`config.mk`:
```
export PLATFORM = sky130hd
export DESIGN_NAME = strongpix_cmp
export DESIGN_NICKNAME = d
export VERILOG_FILES = /design/src/rtl/strongpix_pkg.sv /design/src/rtl/strongpix_moments.sv /design/src/rtl/strongpix_products.sv /design/src/rtl/strongpix_decide.sv /design/src/rtl/strongpix_cmp.sv
export SDC_FILE = /design/constraint.sdc
export NUM_CORES = 2
export LEC_CHECK = 0
export BUFFER_PORTS_ARGS = -buffer_cell sky130_fd_sc_hd__buf_4
export CORE_UTILIZATION = 55
export DETAILED_ROUTE_END_ITERATION = 7
export GPL_TIMING_DRIVEN = 0
export PLACE_DENSITY = 0.69
export SYNTH_ARGS = -nofsm -noshare
export SYNTH_HDL_FRONTEND = slang
export SYNTH_SLANG_ARGS = --single-unit
```
`constraint.sdc`:
```
create_clock -name clk -period 12.06 [get_ports clk]
set_input_delay 1.206 -clock clk [delete_from_list [all_inputs] [get_ports clk]]
set_output_delay 1.206 -clock clk [all_outputs]
set_load 0.01 [all_outputs]
```
`src/rtl/strongpix_pkg.sv`:
```
package strongpix_pkg;

  function automatic int box_count(input int half_width);
    return (2 * half_width + 1) * (2 * half_width + 1);
  endfunction

  function automatic int wider(input int a, input int b);
    return (a > b) ? a : b;
  endfunction

endpackage

```
`src/rtl/strongpix_moments.sv`:
```
// Stage 1: scaled excess d = N*value - sum and scaled spread N*sum2 - sum^2.
module strongpix_moments #(
  parameter int NBX   = 3,
  parameter int PIX_W = 16,
  parameter int SUM_W = 22,
  parameter int SQ2_W = 38,
  parameter int T2_W  = 16,
  parameter int D_W   = 29,
  parameter int VAR_W = 46
) (
  input  logic                    clk,
  input  logic                    rst,
  input  logic                    adv,
  input  logic                    v_in,
  input  logic                    en_in,
  input  logic signed [PIX_W-1:0] value,
  input  logic signed [SUM_W-1:0] sum,
  input  logic        [SQ2_W-1:0] sum2,
  input  logic        [T2_W-1:0]  t2,
  output logic                    v_q,
  output logic                    en_q,
  output logic signed [D_W-1:0]   d_q,
  output logic signed [VAR_W-1:0] var_q,
  output logic        [T2_W-1:0]  t2_q
);
  import strongpix_pkg::*;

  localparam int NWIN = box_count(NBX);
  localparam logic signed [D_W-1:0]   ND = D_W'(NWIN);
  localparam logic signed [VAR_W-1:0] NV = VAR_W'(NWIN);

  logic signed [D_W-1:0]   d_c;
  logic signed [VAR_W-1:0] s_ext, s2_ext, var_c;

  always_comb begin
    d_c    = ND * D_W'(value) - D_W'(sum);
    s_ext  = VAR_W'(sum);
    s2_ext = VAR_W'($signed({1'b0, sum2}));
    var_c  = NV * s2_ext - s_ext * s_ext;
  end

  always_ff @(posedge clk) begin
    if (rst) begin
      v_q <= 1'b0;
    end else if (adv) begin
      v_q <= v_in;
    end
  end

  always_ff @(posedge clk) begin
    if (adv) begin
      en_q  <= en_in;
      d_q   <= d_c;
      var_q <= var_c;
      t2_q  <= t2;
    end
  end

endmodule

```
`src/rtl/strongpix_products.sv`:
```
// Stage 2: both sides of the squared comparison plus the sign tests.
module strongpix_products #(
  parameter int D_W     = 29,
  parameter int VAR_W   = 46,
  parameter int T2_W    = 16,
  parameter int T2_FRAC = 8,
  parameter int CMP_W   = 66
) (
  input  logic                    clk,
  input  logic                    rst,
  input  logic                    adv,
  input  logic                    v_in,
  input  logic                    en_in,
  input  logic signed [D_W-1:0]   d_in,
  input  logic signed [VAR_W-1:0] var_in,
  input  logic        [T2_W-1:0]  t2_in,
  output logic                    v_q,
  output logic                    en_q,
  output logic                    dpos_q,
  output logic                    vpos_q,
  output logic        [CMP_W-1:0] lhs_q,
  output logic        [CMP_W-1:0] rhs_q
);
  logic [D_W-1:0]   d_mag;
  logic [CMP_W-1:0] lhs_c, rhs_c;
  logic             dpos_c, vpos_c;

  always_comb begin
    dpos_c = (d_in > 0);
    vpos_c = (var_in > 0);
    d_mag  = d_in[D_W-1] ? $unsigned(-d_in) : $unsigned(d_in);
    lhs_c  = (CMP_W'(d_mag) * CMP_W'(d_mag)) << T2_FRAC;
    rhs_c  = vpos_c ? CMP_W'(t2_in) * CMP_W'($unsigned(var_in)) : '0;
  end

  always_ff @(posedge clk) begin
    if (rst) begin
      v_q <= 1'b0;
    end else if (adv) begin
      v_q <= v_in;
    end
  end

  always_ff @(posedge clk) begin
    if (adv) begin
      en_q   <= en_in;
      dpos_q <= dpos_c;
      vpos_q <= vpos_c;
      lhs_q  <= lhs_c;
      rhs_q  <= rhs_c;
    end
  end

endmodule

```
`src/rtl/strongpix_decide.sv`:
```
// Stage 3: final registered decision.
module strongpix_decide #(
  parameter int CMP_W = 66
) (
  input  logic             clk,
  input  logic             rst,
  input  logic             adv,
  input  logic             v_in,
  input  logic             en_in,
  input  logic             dpos_in,
  input  logic             vpos_in,
  input  logic [CMP_W-1:0] lhs_in,
  input  logic [CMP_W-1:0] rhs_in,
  output logic             v_q,
  output logic             flag_q
);
  always_ff @(posedge clk) begin
    if (rst) begin
      v_q    <= 1'b0;
      flag_q <= 1'b0;
    end else if (adv) begin
      v_q    <= v_in;
      flag_q <= v_in && en_in && dpos_in && (!vpos_in || (lhs_in > rhs_in));
    end
  end


  enable_off_chk: assert property (@(posedge clk) disable iff (rst)
    (adv && v_in && !en_in) |=> !flag_q);


  nonpositive_excess_chk: assert property (@(posedge clk) disable iff (rst)
    (adv && v_in && !dpos_in) |=> !flag_q);


  flat_spread_chk: assert property (@(posedge clk) disable iff (rst)
    (adv && v_in && en_in && dpos_in && !vpos_in) |=> flag_q);


  strict_tie_chk: assert property (@(posedge clk) disable iff (rst)
    (adv && v_in && vpos_in && (lhs_in <= rhs_in)) |=> !flag_q);

endmodule

```
`src/rtl/strongpix_cmp.sv`:
```
module strongpix_cmp #(
  parameter int NBX     = 3,
  parameter int PIX_W   = 16,
  parameter int SUM_W   = PIX_W + $clog2((2 * NBX + 1) * (2 * NBX + 1)),
  parameter int SQ2_W   = 2 * PIX_W + $clog2((2 * NBX + 1) * (2 * NBX + 1)),
  parameter int T2_W    = 16,
  parameter int T2_FRAC = 8
) (
  input  logic             clk,
  input  logic             rst,
  input  logic             en,
  input  logic             in_valid,
  output logic             in_ready,
  input  logic [PIX_W-1:0] in_value,
  input  logic [SUM_W-1:0] in_sum,
  input  logic [SQ2_W-1:0] in_sum2,
  input  logic [T2_W-1:0]  in_t2,
  output logic             out_valid,
  input  logic             out_ready,
  output logic             out_flag
);
  import strongpix_pkg::*;

  localparam int NWIN  = box_count(NBX);
  localparam int LOGN  = $clog2(NWIN);
  localparam int D_W   = SUM_W + LOGN + 1;
  localparam int VAR_W = SQ2_W + LOGN + 2;
  localparam int CMP_W = wider(2 * D_W + T2_FRAC, T2_W + VAR_W);

  logic adv;
  logic v1, en1, v2, en2, dpos2, vpos2;
  logic signed [D_W-1:0]   d1;
  logic signed [VAR_W-1:0] var1;
  logic [T2_W-1:0]         t2_1;
  logic [CMP_W-1:0]        lhs2, rhs2;

  // Whole pipeline moves together; it only stops when a result is refused.
  assign adv      = !out_valid || out_ready;
  assign in_ready = adv;

  strongpix_moments #(
    .NBX(NBX), .PIX_W(PIX_W), .SUM_W(SUM_W), .SQ2_W(SQ2_W),
    .T2_W(T2_W), .D_W(D_W), .VAR_W(VAR_W)
  ) u_moments (
    .clk(clk), .rst(rst), .adv(adv), .v_in(in_valid), .en_in(en),
    .value($signed(in_value)), .sum($signed(in_sum)), .sum2(in_sum2), .t2(in_t2),
    .v_q(v1), .en_q(en1), .d_q(d1), .var_q(var1), .t2_q(t2_1)
  );

  strongpix_products #(
    .D_W(D_W), .VAR_W(VAR_W), .T2_W(T2_W), .T2_FRAC(T2_FRAC), .CMP_W(CMP_W)
  ) u_products (
    .clk(clk), .rst(rst), .adv(adv), .v_in(v1), .en_in(en1),
    .d_in(d1), .var_in(var1), .t2_in(t2_1),
    .v_q(v2), .en_q(en2), .dpos_q(dpos2), .vpos_q(vpos2),
    .lhs_q(lhs2), .rhs_q(rhs2)
  );

  strongpix_decide #(
    .CMP_W(CMP_W)
  ) u_decide (
    .clk(clk), .rst(rst), .adv(adv), .v_in(v2), .en_in(en2),
    .dpos_in(dpos2), .vpos_in(vpos2), .lhs_in(lhs2), .rhs_in(rhs2),
    .v_q(out_valid), .flag_q(out_flag)
  );


  stall_hold_chk: assert property (@(posedge clk) disable iff (rst)
    (out_valid && !out_ready) |=> (out_valid && $stable(out_flag)));


  flag_gated_chk: assert property (@(posedge clk) disable iff (rst)
    out_flag |-> out_valid);

endmodule

```
==> Implementation_results.wiki <==
{| class="wikitable"
! Metric !! Value
|-
| Sequential-to-total area share from yosys stat || under 10%
|-
| Cts-stage hold buffer count || 0
|-
| Kind of start point of the critical path || input port
|-
| Initial core utilization || ~56%
|-
| Maximum operating frequency || 86.90 MHz
|-
| Number of max-cap violations || 1
|-
| Reg2Reg Launch Point || u_moments.d_q[0]$_DFFE_PP_
|-
| Hold-critical path endpoint || u_products.en_q$_DFFE_PP_
|-
| GRT Total Usage || approximately 32%
|-
| Area growth from synthesis to layout || 6.154%
|-
| Adder-cell share of the synthesized area || between 50% and 60%
|-
| Area of the core region || 142,100 µm²
|-
| Cell repeated most along the worst path || sky130_fd_sc_hd__fa_1
|-
| Tightest Hold Check Type || flop to flop
|-
| Area share of the largest cell type after synthesis || 45.20%
|-
| Num rows || ~140
|-
| Post-DR wirelength/cell || roughly 21 µm
|-
| Via density per instance || between 5 and 6
|-
| Via count of the first global-routing pass || roughly 63,000
|-
| Port-buffer cells || a little under 100
|-
| Top-Level Pins || 100
|-
| Combinational family with the most area after synthesis || adder cells
|-
| Worst Hold Launch || u_moments.en_q$_DFFE_PP_
|-
| Final weighted congestion of routability-driven global placement || 1.031
|-
| Endpoint arrival time on the critical path || around 12 ns
|-
| Endpoint type of the worst setup path || flop
|-
| Unrepaired setup endpoints after global routing || false
|-
| Number of cells traversed by the worst hold path || 0
|-
| Async S/R FF share, synth || 0%
|-
| Count of unique library cells instantiated by Yosys || between 80 and 90
|-
| Post-Synthesis Cells || approximately 8,600
|-
| Clock latency on the worst-skew pair || ~0.6 ns
|-
| Final clock period utilization by the worst path || 95.41%
|-
| Total wirelength of the detailed-routed design || 226.3 mm
|-
| Synth Cell Area || roughly 79,000 µm²
|-
| Maximum number of pins on one net before global-route repair || 120
|-
| Placement-stage cell area || approximately 83,000 µm²
|-
| Setup Total Neg Slack || 0 ns
|-
| Number of H-tree levels || 1
|-
| Post-synth top cells || 2,298 x sky130_fd_sc_hd__inv_1, 1,787 x sky130_fd_sc_hd__fa_1, 1,015 x sky130_fd_sc_hd__nand2_1
|-
| Number of pins with negative max-slew slack in the final report || 7
|-
| Max-slew headroom at the worst pin || -2.028%
|-
| Count of synthesis-stage warnings from yosys || 0
|-
| Setup violators final || 0
|-
| Synthesized flop and latch total || about 210
|-
| Worst setup path category || input port to flop
|-
| Reg-to-reg setup timing slack || about 0.6 ns
|-
| Worst reg2reg path endpoint || u_products.lhs_q[56]$_DFFE_PP_
|-
| Count of filler cells inserted in the layout || approximately 13,000
|-
| Die Footprint || roughly 150,000 µm²
|-
| Total half-perimeter wirelength after legalization and detailed placement || 194.0 mm
|-
| Share of cell area taken by muxes after synthesis || 0.1439%
|-
| Most frequently used cell type in the post-synthesis netlist || sky130_fd_sc_hd__inv_1
|-
| Final std cell area, no fill || between 80,000 and 90,000 µm²
|-
| CP max stage delay || 0.55 ns
|-
| Synth Area in Simple Gates || between 10% and 20%
|-
| Violations in the final reports || capacitance limit, slew limit
|-
| Average instance area after synthesis || between 9 and 10 µm²
|-
| Share of cells above drive strength 1 || 2.272%
|-
| Compound-cell area share of the yosys netlist || 7.175%
|-
| Cell depth of the worst flop-to-flop path || 37
|-
| Overall via count from detail_route || 58,810
|-
| Number of buffers added by the clock tree synthesis step || 25
|-
| Buffer cell driving the clock tree root || sky130_fd_sc_hd__clkbuf_16
|-
| Maximum number of buffers from clock root to sink || 3
|-
| Drt initial violations || around 4,200
|-
| Hold Violations, Final || 0
|-
| Cell type with the highest aggregate area in the netlist || sky130_fd_sc_hd__fa_1
|-
| Worst path slowest cell || sky130_fd_sc_hd__clkbuf_1
|-
| Area share of xor/xnor cells in the synthesized design || ~3.2%
|-
| Clock tree from TritonCTS || done
|-
| Wire length of the first global-routing pass || roughly 360 mm
|-
| Drt drc || 0
|-
| Primary FF master, synth || sky130_fd_sc_hd__edfxtp_1
|-
| Count of TritonRoute iterations in the first routing pass || 6
|-
| Number of antenna violations at the first check in global routing || 14
|-
| Total global routing overflow || 0
|-
| Max Fanout on Critical Path || 10
|-
| Required @ worst endpoint || roughly 12 ns
|-
| Die X-Extent || 381.4 µm
|-
| Overall die height || around 380 µm
|-
| Clock Skew || ~0.056 ns
|-
| Top area cells in the synthesized netlist || sky130_fd_sc_hd__fa_1 45%, sky130_fd_sc_hd__ha_1 13%, sky130_fd_sc_hd__inv_1 11%
|-
| Outcome || finished, violations left
|-
| Post-detailed-route count of antenna-violating nets || 0
|-
| Transition at the pin with the smallest max-transition slack || ~1.5 ns
|-
| Minimum clock period after layout || around 12 ns
|-
| Clock tree sinks || roughly 210
|-
| Clock edge transition at the registers on the reported setup and hold paths || 0.06 ns
|-
| Final-stage net count || approximately 12,000
|-
| Post-synth EDFFs || between 200 and 250
|}
## placed cells by master, fill, tap and decap left out, types with 51 or more instances in the layout
cell type	synthesis	final
sky130_fd_sc_hd__a21o_1	151	151
sky130_fd_sc_hd__a21oi_1	277	277
sky130_fd_sc_hd__and2_1	204	204
sky130_fd_sc_hd__buf_4	2	100
sky130_fd_sc_hd__clkbuf_1	264	265
sky130_fd_sc_hd__conb_1	2	237
sky130_fd_sc_hd__edfxtp_1	209	209
sky130_fd_sc_hd__fa_1	1787	1787
sky130_fd_sc_hd__ha_1	812	812
sky130_fd_sc_hd__inv_1	2298	2297
sky130_fd_sc_hd__nand2_1	1015	1015
sky130_fd_sc_hd__nand3_1	51	51
sky130_fd_sc_hd__nand4_1	54	54
sky130_fd_sc_hd__nor2_1	401	401
sky130_fd_sc_hd__nor3_1	54	54
sky130_fd_sc_hd__o21ai_0	141	141
sky130_fd_sc_hd__xnor2_1	174	174
sky130_fd_sc_hd__xor2_1	108	106
## worst max-delay path by stage
| stage | startpoint | endpoint | depth (start not counted) |
|---|---|---|---|
| finish | in_sum[15] | u_moments.var_q[45]$_DFFE_PP_ | 38 |
| detailed placement | in_sum[15] | u_moments.var_q[45]$_DFFE_PP_ | 38 |
| global placement | in_sum[15] | u_moments.var_q[45]$_DFFE_PP_ | 38 |
| floorplan | in_sum[15] | u_moments.var_q[45]$_DFFE_PP_ | 37 |
| global route | in_sum[15] | u_moments.var_q[45]$_DFFE_PP_ | 38 |
| CTS | u_moments.d_q[0]$_DFFE_PP_ | u_products.lhs_q[56]$_DFFE_PP_ | 35 |
## critical path: cells and delay by family
kind,cells,cell delay (ns)
AND/OR/NAND/NOR,5,1.00
buffers and inverters,9,1.94
AO/OA/AOI/OAI,13,3.02
adder cells (fa/ha/maj),9,4.10
XOR/XNOR,2,0.53
## routing by layer
layer | vias to the layer above | GRT usage [%] | part of all wire, %
met3 | 501 | 6.921 | 9.1
met2 | 2329 | 52.11 | 46
met4 | 14 | 13.85 | 5.4
met1 | 29760 | 41.97 | 39
met5 | - | 0 | 0.097
li1 | 26200 | - | -
## flip-flops by register name (all words and copies together) (netlist names), 16 cells and up
name and cells:
u_moments.var_q 46, u_products.lhs_q 57, u_moments.t2_q 16, u_moments.d_q 24, u_products.rhs_q 62
## stage by stage
| stage | hold slack [ns] | std cells | utilization, % | worst slack (ns) |
|---|---|---|---|---|
| 2_1_floorplan | 0.4003 | 8789 | - | 2.264 |
| 3_3_place_gp | 0.4183 | 10780 | 58.50 | 0.1649 |
| 3_5_place_dp | 0.4130 | 10780 | 58.52 | 0.1347 |
| 4_1_cts | 0.4387 | 10820 | 59.09 | 0.04378 |
| 5_1_grt | 0.4482 | 10820 | 59.12 | 0.02062 |
| 6_report | 0.4362 | 10830 | 59.13 | 0.5531 |
## what timing repair did
item / in CTS / in global routing
resized for setup: 0 / 7
endpoints found under the setup margin: 0 / 13
buffers inserted: 0 / 1
## cell families (layout without fill, tap and decap cells)
group,after synthesis,after routing
compound gates,871,871
xor+xnor,287,287
buf+inv,2605,2749
fa+ha+maj,2599,2599
flops,213,213
simple gates,1966,1966
mux,11,11
other cells,2,242
## area by class of cell
cell class	count	area [µm²]	area share, %
multi-input cells	5971	63890	76.04
inverters	2317	8705	10.36
flip-flops and latches	213	6356	7.565
well taps	1890	2365	2.815
plain buffers	288	1115	1.327
repair buffers	99	763.2	0.9084
clock buffers	28	636.9	0.7580
clock inverters	17	175.2	0.2085
diodes	5	12.51	0.01489
Power is left out: the tool's default activity adds up to more than one toggle a clock period on the data nets, which glitch-free logic cannot reach.
